`config.mk`:
```
export PLATFORM = sky130hd
export DESIGN_NAME = pwr_sleep_ctrl
export DESIGN_NICKNAME = d
export VERILOG_FILES = /design/src/rtl/pwr_pkg.sv /design/src/rtl/pwr_sync.sv /design/src/rtl/pwr_fsm.sv /design/src/rtl/pwr_irq.sv /design/src/rtl/pwr_sleep_ctrl.sv
export SDC_FILE = /design/constraint.sdc
export NUM_CORES = 1
export LEC_CHECK = 0
export ABC_AREA = 1
export BUFFER_PORTS_ARGS = -buffer_cell sky130_fd_sc_hd__buf_4
export CAP_MARGIN = 25
export CORE_AREA = 2 2 39 41
export DETAILED_ROUTE_END_ITERATION = 10
export DIE_AREA = 0 0 41 43
export GPL_ROUTABILITY_DRIVEN = 0
export SLEW_MARGIN = 10
export SYNTH_ARGS = -nofsm -noshare
export SYNTH_HDL_FRONTEND = slang
export SYNTH_SLANG_ARGS = --single-unit
export TNS_END_PERCENT = 10
```
`constraint.sdc`:
```
create_clock -name clk -period 2.5 [get_ports clk]
set_input_delay 0.375 -clock clk [delete_from_list [all_inputs] [get_ports clk]]
set_output_delay 0.375 -clock clk [all_outputs]
set_load 0.1 [all_outputs]
```
`src/rtl/pwr_pkg.sv`:
```
// Package: shared state type for the sleep and wake controller.
// Assumes: one clock domain after the sleep pin synchroniser.
package pwr_pkg;
    typedef enum logic [1:0] {
        PS_RUN   = 2'd0,
        PS_ENTRY = 2'd1,
        PS_DEEP  = 2'd2,
        PS_LIGHT = 2'd3
    } pwr_state_t;
endpackage

```
`src/rtl/pwr_sync.sv`:
```
// Module: multi-flop synchroniser for an active-low asynchronous pin.
// Assumes: the pin is level-held for several cycles; reset value is "inactive" (1).
module pwr_sync #(
    parameter int STAGES = 2
) (
    input  logic clk,
    input  logic rst_n,
    input  logic din_n,
    output logic dout_n
);
    logic [STAGES-1:0] chain;

    // Shift the pin through STAGES flops, resetting to the inactive level.
    always_ff @(posedge clk) begin
        if (!rst_n) chain <= '1;
        else        chain <= {chain[STAGES-2:0], din_n};
    end

    assign dout_n = chain[STAGES-1];
endmodule

```
`src/rtl/pwr_fsm.sv`:
```
// Module: sleep sequencing state machine with a post-reset guard window.
// Assumes: sleep_req is already synchronous; cfg inputs are sampled only at entry.
module pwr_fsm
    import pwr_pkg::*;
#(
    parameter int GUARD_CYC = 3
) (
    input  logic       clk,
    input  logic       rst_n,
    input  logic       sleep_req,
    input  logic       cfg_awake,
    input  logic       port_is_tp,
    input  logic       bus_busy,
    output pwr_state_t state,
    output logic       wake_evt
);
    localparam int GW = $clog2(GUARD_CYC + 1);

    logic [GW-1:0] guard_cnt;
    logic          guard_done;

    assign guard_done = (guard_cnt == GW'(GUARD_CYC));

    // Count edges since reset release, saturating at the guard length.
    always_ff @(posedge clk) begin
        if (!rst_n)           guard_cnt <= '0;
        else if (!guard_done) guard_cnt <= guard_cnt + 1'b1;
    end

    // Advance between run, entry pulse, and the two sleep depths.
    always_ff @(posedge clk) begin
        if (!rst_n) begin
            state <= PS_RUN;
        end else begin
            case (state)
                PS_RUN:   if (sleep_req && guard_done && !bus_busy) state <= PS_ENTRY;
                PS_ENTRY: state <= (cfg_awake && port_is_tp) ? PS_LIGHT : PS_DEEP;
                PS_DEEP,
                PS_LIGHT: if (!sleep_req) state <= PS_RUN;
                default:  state <= PS_RUN;
            endcase
        end
    end

    // Flag the cycle in which a sleeping block sees the request drop.
    assign wake_evt = ((state == PS_DEEP) || (state == PS_LIGHT)) && !sleep_req;

    p_entry_single_r2: assert property (@(posedge clk) disable iff (!rst_n)
        (state == PS_ENTRY) |=> (state == PS_DEEP || state == PS_LIGHT));
    p_busy_holdoff_r7: assert property (@(posedge clk) disable iff (!rst_n)
        (state == PS_RUN && bus_busy) |=> (state == PS_RUN));
    p_guard_r8: assert property (@(posedge clk) disable iff (!rst_n)
        (state == PS_RUN && !guard_done) |=> (state == PS_RUN));
    p_deep_hold_r3: assert property (@(posedge clk) disable iff (!rst_n)
        (state == PS_DEEP && sleep_req) |=> (state == PS_DEEP));
endmodule

```
`src/rtl/pwr_irq.sv`:
```
// Module: interrupt enables, sleep-interrupt status and the interrupt request.
// Assumes: writes are accepted only while wr_ok; soft_rst clears the master enable only.
module pwr_irq (
    input  logic clk,
    input  logic rst_n,
    input  logic soft_rst,
    input  logic wr_ok,
    input  logic ctl_wr,
    input  logic ctl_master_ie,
    input  logic ctl_slp_ie,
    input  logic ctl_slp_clr,
    input  logic wake_evt,
    input  logic core_irq_src,
    output logic irq
);
    logic master_ie;
    logic slp_ie;
    logic slp_int;
    logic wr_take;

    assign wr_take = wr_ok && ctl_wr;

    // Master enable: cleared by hard and soft reset, loaded by writes.
    always_ff @(posedge clk) begin
        if (!rst_n)        master_ie <= 1'b0;
        else if (soft_rst) master_ie <= 1'b0;
        else if (wr_take)  master_ie <= ctl_master_ie;
    end

    // Sleep-interrupt enable: survives the soft reset.
    always_ff @(posedge clk) begin
        if (!rst_n)       slp_ie <= 1'b0;
        else if (wr_take) slp_ie <= ctl_slp_ie;
    end

    // Sleep-interrupt status: set on wake, cleared by a write of 1.
    always_ff @(posedge clk) begin
        if (!rst_n)                      slp_int <= 1'b0;
        else if (wake_evt)               slp_int <= 1'b1;
        else if (wr_take && ctl_slp_clr) slp_int <= 1'b0;
    end

    // Request combines both paths, gated off while the core is down.
    assign irq = wr_ok && ((master_ie && core_irq_src) || (slp_ie && slp_int));

    p_wake_sets_r9: assert property (@(posedge clk) disable iff (!rst_n)
        wake_evt |=> slp_int);
    p_entry_clears_r2: assert property (@(posedge clk) disable iff (!rst_n)
        soft_rst |=> !master_ie);
    p_w1c_r10: assert property (@(posedge clk) disable iff (!rst_n)
        (wr_take && ctl_slp_clr && !wake_evt) |=> !slp_int);
    p_slpie_kept_r2: assert property (@(posedge clk) disable iff (!rst_n)
        soft_rst |=> $stable(slp_ie));
endmodule

```
`src/rtl/pwr_sleep_ctrl.sv`:
```
// Module: top of the sleep and wake power controller; decodes domain enables.
// Assumes: sleep_n is asynchronous; every other input is synchronous to clk.
module pwr_sleep_ctrl
    import pwr_pkg::*;
#(
    parameter int SYNC_STAGES = 2,
    parameter int GUARD_CYC   = 3
) (
    input  logic clk,
    input  logic rst_n,
    input  logic sleep_n,
    input  logic cfg_awake,
    input  logic cfg_lnk_led_en,
    input  logic port_is_tp,
    input  logic bus_busy,
    input  logic link_good,
    input  logic core_irq_src,
    input  logic ctl_wr,
    input  logic ctl_master_ie,
    input  logic ctl_slp_ie,
    input  logic ctl_slp_clr,
    output logic core_en,
    output logic rxmon_en,
    output logic led_en,
    output logic tx_beat_en,
    output logic soft_rst,
    output logic link_led,
    output logic irq
);
    logic       sleep_sync_n;
    logic       wake_evt;
    logic       in_run;
    pwr_state_t state;

    pwr_sync #(.STAGES(SYNC_STAGES)) u_sync (
        .clk    (clk),
        .rst_n  (rst_n),
        .din_n  (sleep_n),
        .dout_n (sleep_sync_n)
    );

    pwr_fsm #(.GUARD_CYC(GUARD_CYC)) u_fsm (
        .clk        (clk),
        .rst_n      (rst_n),
        .sleep_req  (!sleep_sync_n),
        .cfg_awake  (cfg_awake),
        .port_is_tp (port_is_tp),
        .bus_busy   (bus_busy),
        .state      (state),
        .wake_evt   (wake_evt)
    );

    // Domain decode: core side stays up through the entry pulse.
    assign in_run     = (state == PS_RUN);
    assign core_en    = in_run || (state == PS_ENTRY);
    assign led_en     = core_en;
    assign tx_beat_en = core_en;
    assign rxmon_en   = (state != PS_DEEP);
    assign soft_rst   = (state == PS_ENTRY);
    assign link_led   = rxmon_en && cfg_lnk_led_en && link_good;

    pwr_irq u_irq (
        .clk           (clk),
        .rst_n         (rst_n),
        .soft_rst      (soft_rst),
        .wr_ok         (in_run),
        .ctl_wr        (ctl_wr),
        .ctl_master_ie (ctl_master_ie),
        .ctl_slp_ie    (ctl_slp_ie),
        .ctl_slp_clr   (ctl_slp_clr),
        .wake_evt      (wake_evt),
        .core_irq_src  (core_irq_src),
        .irq           (irq)
    );

    p_deep_quiet_r3: assert property (@(posedge clk) disable iff (!rst_n)
        (state == PS_DEEP) |-> (!irq && !link_led && !core_en));
    p_light_noirq_r4: assert property (@(posedge clk) disable iff (!rst_n)
        (state == PS_LIGHT) |-> !irq);
endmodule

```
Word-level counts from Yosys, hierarchy flattened
Index checks and enable logic that the tools add are counted.

storage, ports and cells
  register bits after elaboration = 9
  bits of input ports = 13
  output and inout port bits = 7
  logic and storage cells = 42

cells by class
  $add $sub $neg = 1
  equal/unequal tests = 7
  muxes and demuxes = 6
  bitwise gates (word level) = 1
  reductions and logical operators = 21

operators by type and width
  cell                                                                     count
  1-bit logical AND                                                        11
  2-bit == test, second input constant                                     3
  2-bit case mux with 3 select lines                                       1
  2-bit two-way mux                                                        2
  2-bit inequality test, second input constant                             2
  2-bit OR reduction                                                       2
  1-bit logical OR                                                         3
  1-bit two-way mux                                                        3
  2-bit by 1-bit adder with 2-bit output, second input constant            1
  2-bit by 1-bit == test with 1-bit output, second input constant          1
  1-bit zero test                                                          2
  2-bit zero test                                                          1
  2-bit by 1-bit inequality test with 1-bit output, second input constant  1
  2-bit AND reduction                                                      1
  2-bit nonzero test                                                       1
  1-bit inverter                                                           1

Logic depth before layout (Yosys ltp)
  depth after elaboration = 5
  depth in mapped cells = 5
  gate-level depth less buffers = 5

Modules after synthesis
Synthesis repeated with hierarchy kept, for this count alone.

unflattened totals
  cell total of the unflattened synthesis = 63
  area total of the unflattened synthesis = 430.4 um2

modules (own cells, without submodules)
  module          instances  cells an instance  area an instance (um2)  sequential area each (um2)
  pwr_fsm         1          27                 190.2                   80.1
  pwr_irq         1          20                 135.1                   60.1
  pwr_sync        1          6                  55.1                    40.0
  pwr_sleep_ctrl  1          10                 50.0                    0.0

Worst setup path after synthesis
Ideal clock, no wire load.

  kind = flip-flop to output port
  start point = register u_fsm.state[1]
  end point = output irq
  arrival = 1.998 ns
  data required time = 2.125 ns
  path slack = 0.127 ns
  cell stages (with the launch flop) = 4
  path buffers = 0
  path through = dfxtp_1 > nor2_2 > inv_1 > a21oi_1

between the ends
  cells in the longest elaborated chain, start to end = 2

RTL lines
  element                 RTL line              RTL
  from (decl)             pwr_fsm.sv:14         output pwr_state_t state,
  from (signal assigned)  pwr_fsm.sv:37         PS_ENTRY: state <= (cfg_awake && port_is_tp) ? PS_LIGHT : PS_DEEP;
  2-bit zero test         pwr_sleep_ctrl.sv:54  assign in_run = (state == PS_RUN);
  1-bit logical AND       pwr_irq.sv:44         assign irq = wr_ok && ((master_ie && core_irq_src) || (slp_ie && slp_int));
  to (decl)               pwr_sleep_ctrl.sv:28  output logic irq

No other way between the ends.

Final worst setup path
Same ends and word-level chain as after synthesis.

==> Flow_metrics.wiki <==
{| class="wikitable"
! Metric !! Value
|-
| # Max-Cap Violations || 0
|-
| Wire length of the first global-routing pass || 1350 um
|-
| Worst slew margin relative to its limit || 0.815
|-
| Maximum fanout encountered on the critical timing path || 5
|-
| Sequential element share of the synthesized area || 0.462
|-
| Startpoint class of the critical path || flop
|-
| All-layer global routing usage || 0.121
|-
| Violation count after the first detailed-routing iteration || 3
|-
| Hold buffer count at CTS || 0
|-
| Std cell rows || 14
|-
| Arr. time, crit path || 1250 ps
|-
| Clock input transition at the sequential cells of the worst setup and hold paths || 60 ps
|-
| Total negative slack || 0 ps
|-
| Via count || around 400
|-
| Final wirelength || 776 um
|-
| Final clock skew || 8.81 ps
|-
| Netlist area before placement || roughly 400 sq um
|-
| Switching share of total power || 0.269
|-
| Sum of overflow across all layers after global routing || 0
|-
| Clock period minus worst slack || around 1600 ps
|-
| Classification of the worst-slack hold path || input pin to flop
|-
| Final Hold Fails || 0
|-
| Crit path capture || irq
|-
| Worst Max-Slew Pin Slew || 279 ps
|-
| TritonCTS clock tree || built
|-
| Final net count || 89
|-
| Initial core utilization || 0.282
|-
| Switching Power || 0.0884 mW
|-
| Average wire length per cell after detail routing || 8.62 um
|-
| First element of the critical path || u_fsm.state[1]$_SDFFE_PN0P_
|-
| CP Class || flop to output pin
|-
| Relative area change from synthesis to final layout || 44.6%
|-
| FF-to-FF Start || u_fsm.guard_cnt[0]$_SDFFE_PN0P_
|-
| Cell Area, Placed || 538 sq um
|-
| Power share of the sequential group || 0.485
|-
| Reg2Reg Capture Point || u_fsm.state[0]$_SDFFE_PN0P_
|-
| Power density over cell area || 582 nW/um^2
|-
| Vias in the first global route || 361
|-
| Finish-stage setup viols || 0
|-
| Remaining antenna violation count after routing || 0
|-
| Worst-case vdd ir drop || 0.000274 V
|-
| Pins Over Slew Limit || 0
|-
| Post-placement worst setup slack || 1150 ps
|-
| Core area || 1380 sq um
|-
| Maximum number of pins on one net before global-route repair || 7
|-
| Ratio of final minimum period to clock period || 0.652
|-
| Register-to-register path setup slack || 1570 ps
|-
| DRC violations left || 0
|-
| Synth Area per Inst || 7.37 sq um
|-
| Flops & latches, synth || 9
|-
| Number of standard cells after synthesis || 53
|-
| TritonCTS buffer count || 3
|-
| Post-route worst setup slack || 871 ps
|-
| IO Count || 20
|-
| Average vias per placed instance || 4.39
|-
| Number of I/O port buffers || 19
|-
| Layout cells sized above 1 || 0.392
|-
| Post-DP HPWL || between 600 and 700 um
|-
| Clock insertion delay at the later pin of the skew report || 260 ps
|-
| Number of unique standard cell types used by synthesis || 15
|-
| Reg2reg path depth || 5
|-
| Num Clock Sinks || 9
|-
| Req. time, crit path || 2120 ps
|-
| Post-Syn Nets || 67
|-
| Clock network fraction of total power || 0.340
|-
| Clk Tree Root Cell || sky130_fd_sc_hd__clkbuf_4
|-
| Die height || 43 um
|-
| Maximum achievable frequency || 0.614 GHz
|-
| Number of diodes || 0
|-
| Element type at the critical path end || output pin
|-
| Setup Buffers After CTS || 0
|-
| Number of H-tree levels || 1
|-
| Final core utilization || 0.408
|-
| Combinational share of power || 0.176
|-
| Unrepaired setup endpoints after global routing || no
|-
| Power Internal || 0.240 mW
|-
| Cell total after placement || 86
|-
| Die area || approximately 1800 sq um
|-
| Final cell count without fillers || 90
|-
| Cells resized by post-CTS repair || 0
|-
| Maximum root-to-sink buffer count || 2
|-
| Antenna violations before repair || 0
|-
| Die W || 41 um
|-
| First-pass DRT Iterations || 3
|-
| Static leakage || 0.280 nW
|-
| Fin area || 564 sq um
|-
| Synth warnings || 0
|-
| Run status || finished clean
|}
-- synth_stat cells, drive strengths merged --
cell   number  area (sq um)
a21oi       4          20.0
and3        1          6.26
buf         2          15.0
dfxtp       9           180
ha          1          12.5
inv         7          26.3
nand2       9          36.3
nand3       2          10.0
nor2       11          46.3
o21ai       5          25.0
or2         2          12.5
-- worst max-delay path: stages (launching register included) --
cell	delay (ps)
sky130_fd_sc_hd__dfxtp_1	360
sky130_fd_sc_hd__nor2_2	170
sky130_fd_sc_hd__inv_1	60
sky130_fd_sc_hd__a21oi_1	110
sky130_fd_sc_hd__buf_4	300
-- layer usage --
layer,vias up,share of wire,GRT usage
met4,0,0.028,0.0800
met5,-,0,0
met1,172,0.40,0.114
met2,15,0.49,0.181
met3,2,0.081,0.0785
li1,206,-,-
-- cells in the final DEF, fill, tap and decap left out, drive strengths merged --
cell type	netlist	layout
clkbuf	0	4
nor2	11	11
inv	7	7
dfxtp	9	9
nand2	9	9
o21ai	5	5
nand3	2	2
buf	2	19
and3	1	1
or2	2	2
ha	1	1
a21oi	4	4
-- cells by family (layout without fill, tap and decap cells) --
family | after synthesis | count (layout) | synth area share
AND/OR/NAND/NOR | 25 | 25 | 0.285
flip-flops | 9 | 9 | 0.462
AO/OA/AOI/OAI | 9 | 9 | 0.115
adder cells (fa/ha/maj) | 1 | 1 | 0.0320
buffers and inverters | 9 | 30 | 0.106
-- sequential cells by signal, summed over array words and instances (netlist names) --
register	cells
u_fsm.guard_cnt	2
u_fsm.state	2
u_sync.chain	2
u_irq.master_ie	1
u_irq.slp_ie	1
u_irq.slp_int	1
-- power groups by stage --
stage               logic [mW]  registers, mW  clock network (mW)
global route            0.0656          0.161               0.129
finish                  0.0577          0.159               0.112
detailed placement      0.0585          0.163                   0
floorplan               0.0359          0.161                   0
global placement        0.0569          0.162                   0
CTS                     0.0587          0.159               0.118
-- worst min-delay path by stage --
stage / startpoint / end / slack, ps / cells after the start
5_1_grt: sleep_n / u_sync.chain[0]$_SDFF_PN1_ / 300 / 2
4_1_cts: sleep_n / u_sync.chain[0]$_SDFF_PN1_ / 290 / 2
2_1_floorplan: u_sync.chain[0]$_SDFF_PN1_ / u_sync.chain[1]$_SDFF_PN1_ / 390 / 1
6_report: sleep_n / u_sync.chain[0]$_SDFF_PN1_ / 310 / 2
3_3_place_gp: u_sync.chain[0]$_SDFF_PN1_ / u_sync.chain[1]$_SDFF_PN1_ / 400 / 1
3_5_place_dp: u_sync.chain[0]$_SDFF_PN1_ / u_sync.chain[1]$_SDFF_PN1_ / 400 / 1
-- per-stage QoR --
stage	total power [mW]	hold slack [ps]
floorplan	0.197	393
global placement	0.219	396
detailed placement	0.221	400
CTS	0.336	294
global route	0.356	303
finish	0.329	306
-- area by class of cell --
| type | count | area (sq um) |
|---|---|---|
| multi-input cells | 35 | 169 |
| fillers | 152 | 820 |
| inverters | 7 | 26.3 |
| well taps | 16 | 20.0 |
| flip-flops and latches | 9 | 180 |
| clock buffers | 4 | 26.3 |
| repair buffers | 19 | 143 |
Power figures use the tool's default switching activity.
